==> config.mk <==
export PLATFORM = sky130hd
export DESIGN_NAME = pwrseq_core_up
export DESIGN_NICKNAME = d
export VERILOG_FILES = /design/src/rtl/pwrseq_pkg.sv /design/src/rtl/pwrseq_ctrl.sv /design/src/rtl/pwrseq_lanes.sv /design/src/rtl/pwrseq_core_up.sv
export SDC_FILE = /design/constraint.sdc
export NUM_CORES = 1
export LEC_CHECK = 0
export ABC_AREA = 1
export BUFFER_PORTS_ARGS = -buffer_cell sky130_fd_sc_hd__buf_2
export CORE_ASPECT_RATIO = 0.5
export CORE_MARGIN = 2
export CORE_UTILIZATION = 55
export DETAILED_ROUTE_END_ITERATION = 8
export PLACE_DENSITY = 0.83
export SYNTH_ARGS = -nofsm -noshare
export SYNTH_HDL_FRONTEND = slang
export SYNTH_SLANG_ARGS = --single-unit
==> constraint.sdc <==
create_clock -name clk -period 1.6 [get_ports clk]
set_input_delay 0.08 -clock clk [delete_from_list [all_inputs] [get_ports clk]]
set_output_delay 0.08 -clock clk [all_outputs]
set_load 0.02 [all_outputs]
==> src/rtl/pwrseq_pkg.sv <==
package pwrseq_pkg;

    typedef enum logic [2:0] {
        ST_IDLE,
        ST_ASSERT,
        ST_RAMP,
        ST_SETTLE,
        ST_POR_REL,
        ST_FINAL
    } seq_state_e;

    // One-cycle step strobes from the controller to the per-core lanes
    typedef struct packed {
        logic assert_rst;
        logic open_gate;
        logic rel_por;
        logic rel_final;
    } step_t;

    // Per-core control line state
    typedef struct packed {
        logic por_n;
        logic core_n;
        logic dbg_n;
        logic trace_n;
        logic simd_n;
        logic l1dis;
        logic gate;
    } lane_t;

    localparam lane_t LANE_OFF = '{por_n: 1'b0, core_n: 1'b0, dbg_n: 1'b0,
                                   trace_n: 1'b0, simd_n: 1'b0, l1dis: 1'b1,
                                   gate: 1'b1};

    function automatic logic req_ok(input int unsigned core, input int unsigned ncores,
                                    input int unsigned clus, input int unsigned nclus);
        return (core < ncores) && (clus < nclus);
    endfunction

endpackage

==> src/rtl/pwrseq_ctrl.sv <==
module pwrseq_ctrl
    import pwrseq_pkg::*;
#(
    parameter int IDX_W         = 3,
    parameter int CLUSTER_W     = 2,
    parameter int NUM_CORES     = 4,
    parameter int NUM_CLUSTERS  = 2,
    parameter int BIG_CLUSTER   = 1,
    parameter int SETTLE_CYCLES = 2500
) (
    input  logic                 clk,
    input  logic                 rst,
    input  logic                 start_i,
    input  logic [IDX_W-1:0]     core_idx_i,
    input  logic [CLUSTER_W-1:0] cluster_i,
    input  logic                 ramp_done_i,
    output step_t                step_o,
    output logic [IDX_W-1:0]     sel_o,
    output logic                 big_o,
    output logic                 busy_o,
    output logic                 ramp_req_o,
    output logic                 done_o,
    output logic                 err_o
);
    localparam int CNT_W = $clog2(SETTLE_CYCLES + 1);

    seq_state_e           state_q;
    logic [IDX_W-1:0]     sel_q;
    logic                 big_q;
    logic [CNT_W-1:0]     cnt_q;
    logic                 done_q;
    logic                 err_q;

    always_ff @(posedge clk) begin
        if (rst) begin
            state_q <= ST_IDLE;
            sel_q   <= '0;
            big_q   <= 1'b0;
            cnt_q   <= '0;
            done_q  <= 1'b0;
            err_q   <= 1'b0;
        end else begin
            done_q <= 1'b0;
            err_q  <= 1'b0;
            case (state_q)
                ST_IDLE: begin
                    if (start_i) begin
                        if (req_ok(32'(core_idx_i), NUM_CORES, 32'(cluster_i), NUM_CLUSTERS)) begin
                            sel_q   <= core_idx_i;
                            big_q   <= (cluster_i == CLUSTER_W'(BIG_CLUSTER));
                            state_q <= ST_ASSERT;
                        end else begin
                            err_q <= 1'b1;
                        end
                    end
                end
                ST_ASSERT: state_q <= ST_RAMP;
                ST_RAMP: begin
                    if (ramp_done_i) begin
                        cnt_q   <= CNT_W'(SETTLE_CYCLES - 1);
                        state_q <= ST_SETTLE;
                    end
                end
                ST_SETTLE: begin
                    if (cnt_q == '0) state_q <= ST_POR_REL;
                    else             cnt_q   <= cnt_q - CNT_W'(1);
                end
                ST_POR_REL: state_q <= ST_FINAL;
                ST_FINAL: begin
                    done_q  <= 1'b1;
                    state_q <= ST_IDLE;
                end
                default: state_q <= ST_IDLE;
            endcase
        end
    end

    always_comb begin
        step_o.assert_rst = (state_q == ST_ASSERT);
        step_o.open_gate  = (state_q == ST_RAMP) && ramp_done_i;
        step_o.rel_por    = (state_q == ST_POR_REL);
        step_o.rel_final  = (state_q == ST_FINAL);
    end

    assign sel_o      = sel_q;
    assign big_o      = big_q;
    assign busy_o     = (state_q != ST_IDLE);
    assign ramp_req_o = (state_q == ST_RAMP);
    assign done_o     = done_q;
    assign err_o      = err_q;

endmodule

==> src/rtl/pwrseq_lanes.sv <==
module pwrseq_lanes
    import pwrseq_pkg::*;
#(
    parameter int IDX_W     = 3,
    parameter int NUM_CORES = 4
) (
    input  logic                 clk,
    input  logic                 rst,
    input  step_t                step_i,
    input  logic [IDX_W-1:0]     sel_i,
    input  logic                 big_i,
    output logic [NUM_CORES-1:0] por_n_o,
    output logic [NUM_CORES-1:0] core_rst_n_o,
    output logic [NUM_CORES-1:0] dbg_rst_n_o,
    output logic [NUM_CORES-1:0] trace_rst_n_o,
    output logic [NUM_CORES-1:0] simd_rst_n_o,
    output logic [NUM_CORES-1:0] l1_rstdis_o,
    output logic [NUM_CORES-1:0] pgate_o
);
    lane_t lane_q [NUM_CORES];

    for (genvar k = 0; k < NUM_CORES; k++) begin : g_lane
        logic hit;
        assign hit = (sel_i == IDX_W'(k));

        always_ff @(posedge clk) begin
            if (rst) begin
                lane_q[k] <= LANE_OFF;
            end else if (hit) begin
                if (step_i.assert_rst) begin
                    lane_q[k].por_n <= 1'b0;
                    lane_q[k].dbg_n <= 1'b0;
                    if (!big_i) begin
                        lane_q[k].trace_n <= 1'b0;
                        lane_q[k].l1dis   <= 1'b0;
                    end
                end
                if (step_i.open_gate) lane_q[k].gate  <= 1'b0;
                if (step_i.rel_por)   lane_q[k].por_n <= 1'b1;
                if (step_i.rel_final) begin
                    lane_q[k].core_n <= 1'b1;
                    lane_q[k].dbg_n  <= 1'b1;
                    if (big_i) lane_q[k].simd_n  <= 1'b1;
                    else       lane_q[k].trace_n <= 1'b1;
                end
            end
        end

        assign por_n_o[k]       = lane_q[k].por_n;
        assign core_rst_n_o[k]  = lane_q[k].core_n;
        assign dbg_rst_n_o[k]   = lane_q[k].dbg_n;
        assign trace_rst_n_o[k] = lane_q[k].trace_n;
        assign simd_rst_n_o[k]  = lane_q[k].simd_n;
        assign l1_rstdis_o[k]   = lane_q[k].l1dis;
        assign pgate_o[k]       = lane_q[k].gate;
    end

endmodule

==> src/rtl/pwrseq_core_up.sv <==
module pwrseq_core_up
    import pwrseq_pkg::*;
#(
    parameter int IDX_W         = 3,
    parameter int CLUSTER_W     = 2,
    parameter int NUM_CORES     = 4,
    parameter int NUM_CLUSTERS  = 2,
    parameter int BIG_CLUSTER   = 1,
    parameter int SETTLE_CYCLES = 2500
) (
    input  logic                 clk,
    input  logic                 rst,
    input  logic                 start_i,
    input  logic [IDX_W-1:0]     core_idx_i,
    input  logic [CLUSTER_W-1:0] cluster_i,
    input  logic                 ramp_done_i,
    output logic                 ramp_req_o,
    output logic [NUM_CORES-1:0] por_n_o,
    output logic [NUM_CORES-1:0] core_rst_n_o,
    output logic [NUM_CORES-1:0] dbg_rst_n_o,
    output logic [NUM_CORES-1:0] trace_rst_n_o,
    output logic [NUM_CORES-1:0] simd_rst_n_o,
    output logic [NUM_CORES-1:0] l1_rstdis_o,
    output logic [NUM_CORES-1:0] pgate_o,
    output logic                 done_o,
    output logic                 err_o
);
    step_t            step;
    logic [IDX_W-1:0] sel;
    logic             big;
    logic             busy;

    pwrseq_ctrl #(
        .IDX_W(IDX_W), .CLUSTER_W(CLUSTER_W), .NUM_CORES(NUM_CORES),
        .NUM_CLUSTERS(NUM_CLUSTERS), .BIG_CLUSTER(BIG_CLUSTER),
        .SETTLE_CYCLES(SETTLE_CYCLES)
    ) u_ctrl (
        .clk(clk), .rst(rst), .start_i(start_i), .core_idx_i(core_idx_i),
        .cluster_i(cluster_i), .ramp_done_i(ramp_done_i), .step_o(step),
        .sel_o(sel), .big_o(big), .busy_o(busy), .ramp_req_o(ramp_req_o),
        .done_o(done_o), .err_o(err_o)
    );

    pwrseq_lanes #(.IDX_W(IDX_W), .NUM_CORES(NUM_CORES)) u_lanes (
        .clk(clk), .rst(rst), .step_i(step), .sel_i(sel), .big_i(big),
        .por_n_o(por_n_o), .core_rst_n_o(core_rst_n_o), .dbg_rst_n_o(dbg_rst_n_o),
        .trace_rst_n_o(trace_rst_n_o), .simd_rst_n_o(simd_rst_n_o),
        .l1_rstdis_o(l1_rstdis_o), .pgate_o(pgate_o)
    );

endmodule

==> flow_summary.toml <==
[placed_design]
port_buffers = 39
gp_congestion = 0.857
place_inst = 387
dp_hpwl_mm = 3.65
dpl_worst_slack_ns = 0.0423

[finish]
antenna_cells = 0
syn_to_final_growth_pct = 21.8
fin_cells = 396
fin_nets = 352
drive_gt1_share_pct = 23.4
nFillCells = 290
final_cell_mix = "nor2_1, nand2_1, buf_2, inv_1"
final_common_cell = "nor2_1"

[power_and_ir_drop]
power_leakage_nw = 1.21
pwr_density_cell_nw_per_um2 = 1230
internal_power_mw = 2.25
p_switching_mw = 1.18
ir_drop_mv = 0.598
seqPwrFrac_pct = 43.9
p_sw_share_pct = 34.4
clock_power_share_pct = 25.6
power_frac_comb_pct = 30.5

[synthesis]
synth_flop_cell = "dfxtp_1"
synth_seq_area_share_pct = 53.4
netlist_area_um2 = 2290
ys_types = 26
yosysWarnings = 0
syn_area_per_cell_um2 = 7.94
syn_inst = 288
async_flop_share_pct = 0
synth_enable_flop_cells = 24
synth-seq-cells = 49
syn_nets = 299

[global_route]
grt_start_max_net_pins = 16
antenna_found_initial = 0
grt_pass1_wl_mm = 8.26
overflow = 0
grt.total_usage_pct = 22.5
grt_pass1_vias = 1972

[sta]
fin_crit_ns = 1.57
post-route-period-util_pct = 98.0
setup_viol = 0
rsz0062_at_grt = "true"
fin_tns_setup_ns = 0
slew_viol_final = 0
layout_setup_ws_ns = 0.0314
finalHoldViolCount = 0
skew_ns = 0.0106
max-slew-margin-rel_pct = 63.6
fmax_ghz = 0.638
tightest_slew_ns = 0.544

[worst_setup_path]
cp_common_cell = "nor2_1"
slowest_delay_ns = 0.38
crit_path_end_kind = "flop"
r2r_slack_ns = 0.03
crit_fanout = 6
r2r.worst_path.cells = 5
crit_slowest_cell = "dfxtp_1"
worstSetupStartpointType = "flop"
path_buf_inv = 1
cp.arrival_ns = 1.56
path_class = "reg -> reg"
reg2reg_from = "u_ctrl.state_q[1]"
cp.required_ns = 1.59
critical-path-top-delay-family = "simple AND/OR/NAND/NOR gates"
worst_r2r_endpoint = "u_lanes.lane_q[0][6]"
crit_path_cell_trace = "nor2_1, inv_1, nor2_1, nand2_2, o21ai_0"

[clock_network]
cts-root-buf = "clkbuf_8"
clock_path_buffers = 2
insertion_delay_ns = 0.30
htreeDepth = 2
cts_buffers = 5
cts_sinks = 49
clk_pin_slew_worst_paths_ns = 0.09
cts_tree = "yes"

[hold_path]
worstHoldStart = "start_i"
hold_end = "u_ctrl.err_o"
holdPathStages = 3
hold_class = "in -> reg"

[floorplanning]
die_w_um = 95.2
design.die.area_um2 = 4720
dieHeight_um = 49.6
rows = 16
core_um2 = 3940
num_io_pins = 40
start_util_pct = 58.0

[run]
cap_violations = 0

[drt]
antenna_left = 0
via_per_inst = 5.29
post-route-drc-count = 0
drt_iter0_markers = 119
met3_length_um = 355
route.met2.wl_mm = 2.45
wl_met1_mm = 2.08
dr_total_vias = 2093
routedWlPerCell_um = 12.4
top_layer_used = "met4"
drt_wl_total_mm = 4.91
drt-pass1-iter-count = 5

[status]
status = "completed"
## per-stage QoR
stage               utilization [%]  hold slack, ns  total power [mW]  area (um2)
global placement               66.1           0.335              2.48        2610
finish                         70.6          0.0318              3.43        2780
CTS                            69.0          0.0302              3.40        2720
floorplan                         -           0.219              2.27        2290
detailed placement             66.1           0.344              2.53        2610
global route                   70.6          0.0276              3.66        2780
## tightest hold or removal path, delay by kind of cell
family,cells,cell delay (ns)
buf+inv,1,0.10
simple gates,2,0.10
## layout make-up
type,instances,area (um2),area share [%]
Multi-Input combinational cell,198,957,34.4
Clock inverter,2,38.8,1.39
Tap cell,54,67.6,2.43
Sequential cell,49,1220,43.9
Inverter,36,140,5.03
Timing Repair Buffer,51,285,10.2
Clock buffer,6,72.6,2.61
## what timing repair did
action | CTS | global route
buffers inserted | 0 | 1
hold buffers | 0 | 0
setup endpoints to repair | 1 | 19
pin swaps | 0 | 1
endpoints found under the hold margin | 0 | 0
gates resized for setup | 1 | 16
## worst max-delay path by stage
stage	from	endpoint	slack [ns]	cells past startpoint
after floorplan	u_ctrl.state_q[2]	u_lanes.lane_q[2][3]	0.19	6
after global placement	u_ctrl.sel_o[0]	u_lanes.lane_q[3][3]	0.14	6
after detailed placement	u_ctrl.sel_o[0]	u_lanes.lane_q[3][3]	0.04	6
after CTS	u_ctrl.sel_o[0]	u_lanes.lane_q[3][3]	0.02	6
after global routing	u_ctrl.state_q[0]	u_lanes.lane_q[2][3]	-0.02	6
final	u_ctrl.state_q[1]	u_lanes.lane_q[0][6]	0.03	5
## power groups by stage
stage	registers [mW]	logic (mW)	clock network, mW
floorplan	1.56	0.715	0
detailed placement	1.53	1.00	0
finish	1.51	1.05	0.879
global placement	1.52	0.957	0
CTS	1.50	1.01	0.885
global route	1.52	1.19	0.946
## routing by layer
metal,vias to the layer above,global-route usage (%)
li1,1043,-
met3,6,5.66
met2,91,40.8
met5,-,0
met1,953,26.6
met4,0,6.04
## sequential cells by signal (all words and copies together) (netlist names)
register and count:
u_ctrl.big_o 1, u_ctrl.cnt_q 12, u_ctrl.done_o 1, u_ctrl.err_o 1, u_ctrl.sel_o 3, u_ctrl.state_q 3
u_lanes.lane_q 28
## cell usage after synthesis (3+ instances only)
master | n | area, um2
inv_2 | 3 | 11.3
o21ai_0 | 18 | 90.1
nand2_1 | 57 | 214
inv_1 | 31 | 116
nand3_1 | 20 | 100
nor2_1 | 62 | 233
clkbuf_1 | 3 | 11.3
edfxtp_1 | 24 | 721
nor3_1 | 8 | 40.0
a21oi_1 | 17 | 85.1
dfxtp_1 | 25 | 500
## cell families after synthesis
logic type                 count (synthesis)  share of synthesized area (%)
adders and majority gates                  2                           1.09
buffers and inverters                     41                           7.06
AOI/OAI and AO/OA                         40                           9.36
DFF                                       49                           53.4
and+or+nand+nor                          156                           29.1
Note: power is estimated with default switching activity, not from simulation.
